File: src/rtl/i2c_adj_bank.sv
module i2c_adj_bank #(
  parameter int         NREGS    = 32,
  parameter logic [6:0] DEV_ADDR = 7'h46,
  parameter int         FILT_LEN = 5
) (
  input  logic               clk,
  input  logic               rst_n,
  input  logic               scl_i,
  input  logic               sda_i,
  output logic               sda_oe,
  input  logic               supply_low,
  input  logic               h_lock,
  input  logic               v_lock,
  input  logic               xray,
  input  logic               h_pol,
  input  logic               v_pol,
  input  logic               h_sync,
  input  logic               v_sync,
  output logic [NREGS*8-1:0] regs_o
);
  localparam int PW = $clog2(NREGS);
  localparam int CW = $clog2(FILT_LEN + 1);

  localparam logic [2:0] S_IDLE = 3'd0, S_ADDR = 3'd1, S_SUB = 3'd2, S_DATA = 3'd3,
                         S_RACK = 3'd4, S_READ = 3'd5, S_SKIP = 3'd6;

  logic [1:0] raw, flt, flt_q;
  assign raw = {scl_i, sda_i};

  for (genvar g = 0; g < 2; g++) begin : g_filt
    logic          m1, m2, q;
    logic [CW-1:0] cnt;
    always_ff @(posedge clk or negedge rst_n)
      if (!rst_n) begin
        m1 <= 1'b1; m2 <= 1'b1; q <= 1'b1; cnt <= '0;
      end else begin
        m1 <= raw[g];
        m2 <= m1;
        if (m2 == q) cnt <= '0;
        else if (cnt == CW'(FILT_LEN - 1)) begin q <= m2; cnt <= '0; end
        else cnt <= cnt + 1'b1;
      end
    assign flt[g] = q;
  end

  always_ff @(posedge clk or negedge rst_n)
    if (!rst_n) flt_q <= 2'b11;
    else        flt_q <= flt;

  logic scl_f, sda_f, scl_rise, scl_fall, start_c, stop_c;
  assign scl_f    = flt[1];
  assign sda_f    = flt[0];
  assign scl_rise = scl_f & ~flt_q[1];
  assign scl_fall = ~scl_f & flt_q[1];
  assign start_c  = scl_f & flt_q[1] & flt_q[0] & ~sda_f;
  assign stop_c   = scl_f & flt_q[1] & ~flt_q[0] & sda_f;

  logic [7:0] reply;
  assign reply = {1'b0, v_sync, h_sync, v_pol, h_pol, xray, v_lock, h_lock};

  logic [2:0]    state;
  logic [3:0]    bitcnt;
  logic [7:0]    rxsh;
  logic [6:0]    txsh;
  logic [PW-1:0] ptr;

  always_ff @(posedge clk or negedge rst_n)
    if (!rst_n) begin
      state <= S_IDLE; bitcnt <= '0; rxsh <= '0; txsh <= '0; ptr <= '0; sda_oe <= 1'b0;
    end else if (start_c) begin
      state <= S_ADDR; bitcnt <= '0; sda_oe <= 1'b0;
    end else if (stop_c) begin
      state <= S_IDLE; bitcnt <= '0; sda_oe <= 1'b0;
    end else if (state != S_IDLE && state != S_SKIP) begin
      if (scl_rise) begin
        if (bitcnt < 4'd8) rxsh <= {rxsh[6:0], sda_f};
        bitcnt <= bitcnt + 1'b1;
      end else if (scl_fall) begin
        if (bitcnt == 4'd8) begin
          case (state)
            S_ADDR:
              if (rxsh[7:1] == DEV_ADDR) begin
                sda_oe <= 1'b1;
                state  <= rxsh[0] ? S_RACK : S_SUB;
              end else state <= S_SKIP;
            S_SUB:  begin ptr <= rxsh[PW-1:0]; sda_oe <= 1'b1; state <= S_DATA; end
            S_DATA: begin ptr <= ptr + 1'b1; sda_oe <= 1'b1; end
            S_READ: sda_oe <= 1'b0;
            default: ;
          endcase
        end else if (bitcnt == 4'd9) begin
          bitcnt <= '0;
          if (state == S_RACK) begin
            txsh <= reply[6:0]; sda_oe <= ~reply[7]; state <= S_READ;
          end else if (state == S_READ) begin
            sda_oe <= 1'b0; state <= S_SKIP;
          end else sda_oe <= 1'b0;
        end else if (state == S_READ && bitcnt != 4'd0) begin
          sda_oe <= ~txsh[6];
          txsh   <= {txsh[5:0], 1'b0};
        end
      end
    end

  logic wr_en;
  assign wr_en = scl_fall && bitcnt == 4'd8 && state == S_DATA && !start_c && !stop_c;

  function automatic logic [7:0] dflt(input int i);
    return 8'h80 | 8'(i);
  endfunction

  logic [7:0] bank [NREGS];
  always_ff @(posedge clk or negedge rst_n)
    if (!rst_n)          for (int i = 0; i < NREGS; i++) bank[i] <= dflt(i);
    else if (supply_low) for (int i = 0; i < NREGS; i++) bank[i] <= dflt(i);
    else if (wr_en)      bank[ptr] <= rxsh;

  for (genvar g = 0; g < NREGS; g++) begin : g_out
    assign regs_o[g*8 +: 8] = bank[g];
  end
endmodule

File: config.mk
export PLATFORM = sky130hd
export DESIGN_NAME = i2c_adj_bank
export DESIGN_NICKNAME = d
export VERILOG_FILES = /design/src/rtl/i2c_adj_bank.sv
export SDC_FILE = /design/constraint.sdc
export NUM_CORES = 1
export LEC_CHECK = 0
export CAP_MARGIN = 20
export CORE_MARGIN = 2
export CORE_UTILIZATION = 52
export CTS_CLUSTER_DIAMETER = 150
export CTS_CLUSTER_SIZE = 8
export DETAILED_ROUTE_END_ITERATION = 10
export GPL_ROUTABILITY_DRIVEN = 0
export PLACE_DENSITY_LB_ADDON = 0.2
export SYNTH_ARGS = -nofsm -noshare
export SYNTH_HDL_FRONTEND = slang
export SYNTH_SLANG_ARGS = --single-unit
File: constraint.sdc
create_clock -name clk -period 3.2 [get_ports clk]
set_clock_uncertainty 0.2 [all_clocks]
set_input_delay 0.96 -clock clk [delete_from_list [all_inputs] [get_ports clk]]
set_output_delay 0.96 -clock clk [all_outputs]
set_load 0.01 [all_outputs]
After elaboration in Yosys (flattened, before gate mapping)
Cells that the tools add are included.
{"block": "totals", "elab_cells": 165, "out_inout_bits": 257, "input_bits": 12, "ff_bits": 298}
{"block": "op_classes", "n_eq_ne": 19, "magnitude_cmp": 3, "mux": 43, "n_bitwise": 19, "add_sub_neg": 4, "n_reduce_logical": 30}
{"op": "$mux W256", "n": 2}
{"op": "$bwmux W256", "n": 1}
{"op": "$mux W3", "n": 15}
{"op": "$demux W8 S5", "n": 1}
{"op": "$mux W4", "n": 7}
{"op": "$mux W7", "n": 3}
{"op": "$reduce_bool A4 Y1", "n": 4}
{"op": "$eq A3 B3 Y1 const B", "n": 4}
{"op": "$reduce_and A6 Y1", "n": 2}
{"op": "$not A1 Y1", "n": 11}
{"op": "$mux W1", "n": 10}
{"op": "$pmux W5 S2", "n": 1}
{"op": "$reduce_bool A5 Y1", "n": 2}
{"op": "$reduce_bool A3 Y1", "n": 3}
{"op": "$eq A4 B4 Y1 const B", "n": 2}
{"op": "$mux W8", "n": 1}
{"op": "$reduce_and A8 Y1", "n": 1}
{"op": "$and A1 B1 Y1", "n": 7}
{"op": "$eq A7 B7 Y1 const B", "n": 1}
{"op": "$logic_and A1 B1 Y1", "n": 7}
{"op": "$reduce_and A7 Y1", "n": 1}
{"op": "$add A3 B1 Y3 const B", "n": 2}
{"op": "$eq A3 B2 Y1 const B", "n": 2}
{"op": "$ge A6 B6 Y1 const B", "n": 1}
{"op": "22 further kinds", "n": 27}

Depth between registers and ports, before layout
{"block": "logic_depth", "ltp_word": 10, "mapped_depth": 11, "ltp_nobuf": 7}

Worst setup path after synthesis
Ideal clock, no wire load.
{"block": "synth_timing", "path_type": "register to register", "startpoint": "reg bitcnt[0]", "endpoint": "reg bank (netlist bit regs_o[32])", "n_path_buf": 4, "t_arrival_ns": 2.161, "path_stages_with_launch": 12, "synth_period_minus_slack_ns": 2.493, "setup_time_ns": 0.132, "path_slack_ns": 0.707, "required_time_ns": 2.868, "path_cell_list": "dfrtp_1 -> inv_1 -> ha_1 -> nand3b_4 -> buf_6 -> a211o_4 -> buf_8 -> buf_8 -> nor4_4 -> buf_6 -> mux2i_1 -> nor2_1"}
{"block": "synth_via", "elab_chain_len": 6}
{"item": "from (decl)", "line": "62", "rtl": "logic [3:0] bitcnt;"}
{"item": "from (signal assigned)", "line": "77", "rtl": "bitcnt <= bitcnt + 1'b1;"}
{"item": "$eq A4 B4 Y1", "line": "106", "rtl": "assign wr_en = scl_fall && bitcnt == 4'd8 && state == S_DATA && !start_c && !stop_c;"}
{"item": "$logic_and A1 B1 Y1 (4 in series)", "line": "106"}
{"item": "$reduce_bool A2 Y1 (no line)"}
{"item": "to (signal, indexed assignment)", "line": "116", "rtl": "else if (wr_en) bank[ptr] <= rxsh;"}
{"item": "to (decl)", "line": "112", "rtl": "logic [7:0] bank [NREGS];"}
No other way between the ends.
A chain may end at the register's enable or synchronous reset.

Final worst setup path
{"block": "layout_timing", "startpoint": "reg bitcnt[0]", "endpoint": "reg bank (netlist bit regs_o[33])"}
The elaborated chain is that of the path after synthesis.

==> results.sh <==
export IMPL_syn_cell_area_sq_um=13100
export IMPL_synth_edff_count=0
export IMPL_avgSynthCellArea_sq_um=11.1
export IMPL_crit_required_ns=3.38
export IMPL_fin_cells=1796
export IMPL_area_growth_syn_to_layout_pct=32.8
export IMPL_cts_root_buf="clkbuf_16"
export IMPL_p_per_area_nw_per_um2=521
export IMPL_min_to="g_filt[1].m2"
export IMPL_switching_share_pct=25.9
export IMPL_clkLatencyLatePin_ns=0.52
export IMPL_grt_pass1_vias=10100
export IMPL_yosysSeqAreaShare_pct=58.2
export IMPL_viasPerCell=5.62
export IMPL_dieArea_sq_um=26400
export IMPL_min_from="g_filt[1].m1"
export IMPL_core_area_sq_um=25000
export IMPL_final_nets=1467
export IMPL_cp_end_kind="flop"
export IMPL_wirelength_microns=36900
export IMPL_path_max_fanout=22
export IMPL_drv_slew=0
export IMPL_netSwitchingPower_mw=2.34
export IMPL_slew_limit_headroom_pct=29.0
export IMPL_setup_viol=0
export IMPL_p_leak_nw=7.50
export IMPL_ctsResizeCount=0
export IMPL_first_pass_iters=5
export IMPL_chipHeight_microns=163
export IMPL_cts_sinks=298
export IMPL_drc=0
export IMPL_cap_violations=0
export IMPL_grt_max_degree=84
export IMPL_tightest_slew_ns=1.06
export IMPL_grt_usage_pct=28.2
export IMPL_synth_ff_type="dfrtp_1"
export IMPL_yosysTopAreaCellShare_pct=34.1
export IMPL_dpl_hpwl_microns=24800
export IMPL_dieWidth_microns=163
export IMPL_antenna_cells=0
export IMPL_synth_area_top_cells="dfrtp_1 34%, dfstp_2 24%, mux2i_1 11%"
export IMPL_clk_pin_slew_ns=0.05
export IMPL_clkPwrFrac_pct=44.4
export IMPL_comb_power_share_pct=11.1
export IMPL_antenna_found_initial=0
export IMPL_cts_setup_buffers=0
export IMPL_antenna_left=0
export IMPL_min_period_ns=2.92
export IMPL_arrival_ns=3.09
export IMPL_pin_count=269
export IMPL_drt_iter0_drc=645
export IMPL_synthCells=1177
export IMPL_final_hold_violation_count=0
export IMPL_htreeDepth=2
export IMPL_rows=58
export IMPL_reg2reg_to="regs_o[33]"
export IMPL_initial_core_util_pct=52.4
export IMPL_status="complete, no violations"
export IMPL_min_path_type="reg -> reg"
export IMPL_internal_power_mw=6.70
export IMPL_cp_start_kind="flop"
export IMPL_r2r_start="bitcnt[0]"
export IMPL_vdd_drop_max_v=0.000400
export IMPL_grt_ovfl_total=0
export IMPL_syn_num_nets=1203
export IMPL_pwr_share_seq_pct=44.5
export IMPL_register_area_sq_um=7610
export IMPL_async_flop_share_pct=100
export IMPL_yosys_warnings=0
export IMPL_ff2ff_setup_slack_ns=0.28
export IMPL_ys_ff_latch=298
export IMPL_fmax_mhz=343
export IMPL_cts_made_buffers=43
export IMPL_avgRoutedWirePerCell_microns=20.5
export IMPL_synth_cell_types=59
export IMPL_rr_worst_depth=7
export IMPL_grt_pass1_wl_microns=58100
export IMPL_fin_crit_sh_pct=91.1
export IMPL_rsz0062_at_grt="false"
export IMPL_yosysTopAreaCell="dfrtp_1"
export IMPL_numPortBuffers=268
export IMPL_fillers=1861
export IMPL_multi_input_area_sq_um=4980
export IMPL_cts_tree="built"
export IMPL_cts_hold_buf=0
export IMPL_vias=10100
export IMPL_drive_above_1_share_pct=17.5
export IMPL_whs_path_depth=0
export IMPL_clk_path_buf_depth=3
export IMPL_critPathKind="reg -> reg"
export IMPL_placedCellCount=1724
export IMPL_tns_ns=0
-- cell type report --
| type | instances | share of cell area [%] |
|---|---|---|
| clock inverter | 2 | 0.101 |
| sequential | 298 | 43.8 |
| inverter | 17 | 0.367 |
| clock buffer | 68 | 6.73 |
| tap | 330 | 2.38 |
| timing repair buffer | 315 | 18.0 |
| multi-input combinational | 766 | 28.7 |
-- flip-flops by register name, summed over array words and instances (netlist names), 3 cells and up --
signal	cells
g_filt.cnt	6
txsh	7
bitcnt	4
state	3
ptr	5
regs_o	256
rxsh	8
-- power by group through the flow --
stage                     Sequential (mW)  Clock [mW]  Combinational [mW]
after floorplan                      4.03           0               0.633
after global placement               4.07           0               0.959
after detailed placement             4.08           0               0.986
after CTS                            4.02        4.10               0.994
after global routing                 4.04        4.27                1.10
final                                4.02        4.02                1.00
-- cells in the final DEF, fill, tap and decap left out, drive strengths merged, types with 2 or more instances in the layout --
master / count
nor2b: 9
dfstp: 120
nor2: 185
dfrtp: 178
buf: 48
nand2b: 2
clkdlybuf4s50: 266
nand3b: 2
mux2i: 148
nand4b: 4
a211oi: 3
ha: 14
a21oi: 121
a31oi: 6
o21ai: 11
and4: 4
and2: 4
clkbuf: 69
xnor2: 3
nand4: 8
nand2: 55
and3: 2
nor4: 7
a211o: 5
nor3b: 3
inv: 18
mux2: 14
nor3: 115
nor4b: 8
nand3: 14
o22ai: 3
-- worst max-delay path by stage --
stage	start	to	slack [ns]	cells past startpoint
after floorplan	bitcnt[0]	regs_o[32]	0.71	11
after global placement	bitcnt[0]	regs_o[38]	0.45	7
after detailed placement	bitcnt[0]	regs_o[33]	0.32	7
after CTS	bitcnt[0]	regs_o[37]	0.33	7
after global routing	bitcnt[0]	regs_o[32]	0.13	7
final	bitcnt[0]	regs_o[33]	0.28	7
-- kinds of logic (layout without fill, tap and decap cells) --
family                   Yosys count  in the layout  share of synthesized area, %
XOR/XNOR                           4              4                         0.268
buffers and inverters            113            402                          3.98
multiplexers                     162            162                          12.5
adder cells (fa/ha/maj)           14             14                          1.34
AO/OA/AOI/OAI                    161            161                          6.91
flip-flops                       298            298                          58.2
AND/OR/NAND/NOR                  425            425                          16.8
-- metrics by stage --
| step | hold WS, ns | total power, mW | worst slack [ns] | instance area (sq um) | utilization (%) |
|---|---|---|---|---|---|
| after detailed placement | 0.150 | 5.06 | 0.325 | 16200 | 64.8 |
| after floorplan | 0.145 | 4.67 | 0.707 | 13100 | - |
| after global routing | 0.161 | 9.41 | 0.134 | 17400 | 69.6 |
| after global placement | 0.147 | 5.03 | 0.448 | 16200 | 64.8 |
| final | 0.155 | 9.04 | 0.284 | 17400 | 69.6 |
| after CTS | 0.156 | 9.11 | 0.327 | 17400 | 69.5 |
-- critical path, stage by stage (launching register included) --
cell and delay [ns]:
dfrtp_1 0.41, inv_1 0.11, ha_1 0.28, nand3b_4 0.18
a211o_4 0.52, nor4_4 0.73, mux2i_1 0.26, nor2_1 0.06
-- metal layers --
metal  global-route usage [%]  routed length (microns)
met1                     39.0                    15900
met2                     44.0                    17100
met4                     7.80                      805
met3                     7.79                     3110
met5                        0                        0
-- synthesized netlist by cell type, types with 7 or more instances --
cell type / instances
a21oi_1: 121
buf_2: 23
clkbuf_1: 60
dfrtp_1: 178
dfstp_2: 120
ha_1: 14
inv_1: 16
mux2_2: 14
mux2i_1: 148
nand2_1: 55
nand3_1: 14
nand4_1: 7
nor2_1: 185
nor2b_1: 9
nor3_1: 107
o21ai_0: 11
Note: power is estimated with default switching activity, not from simulation.
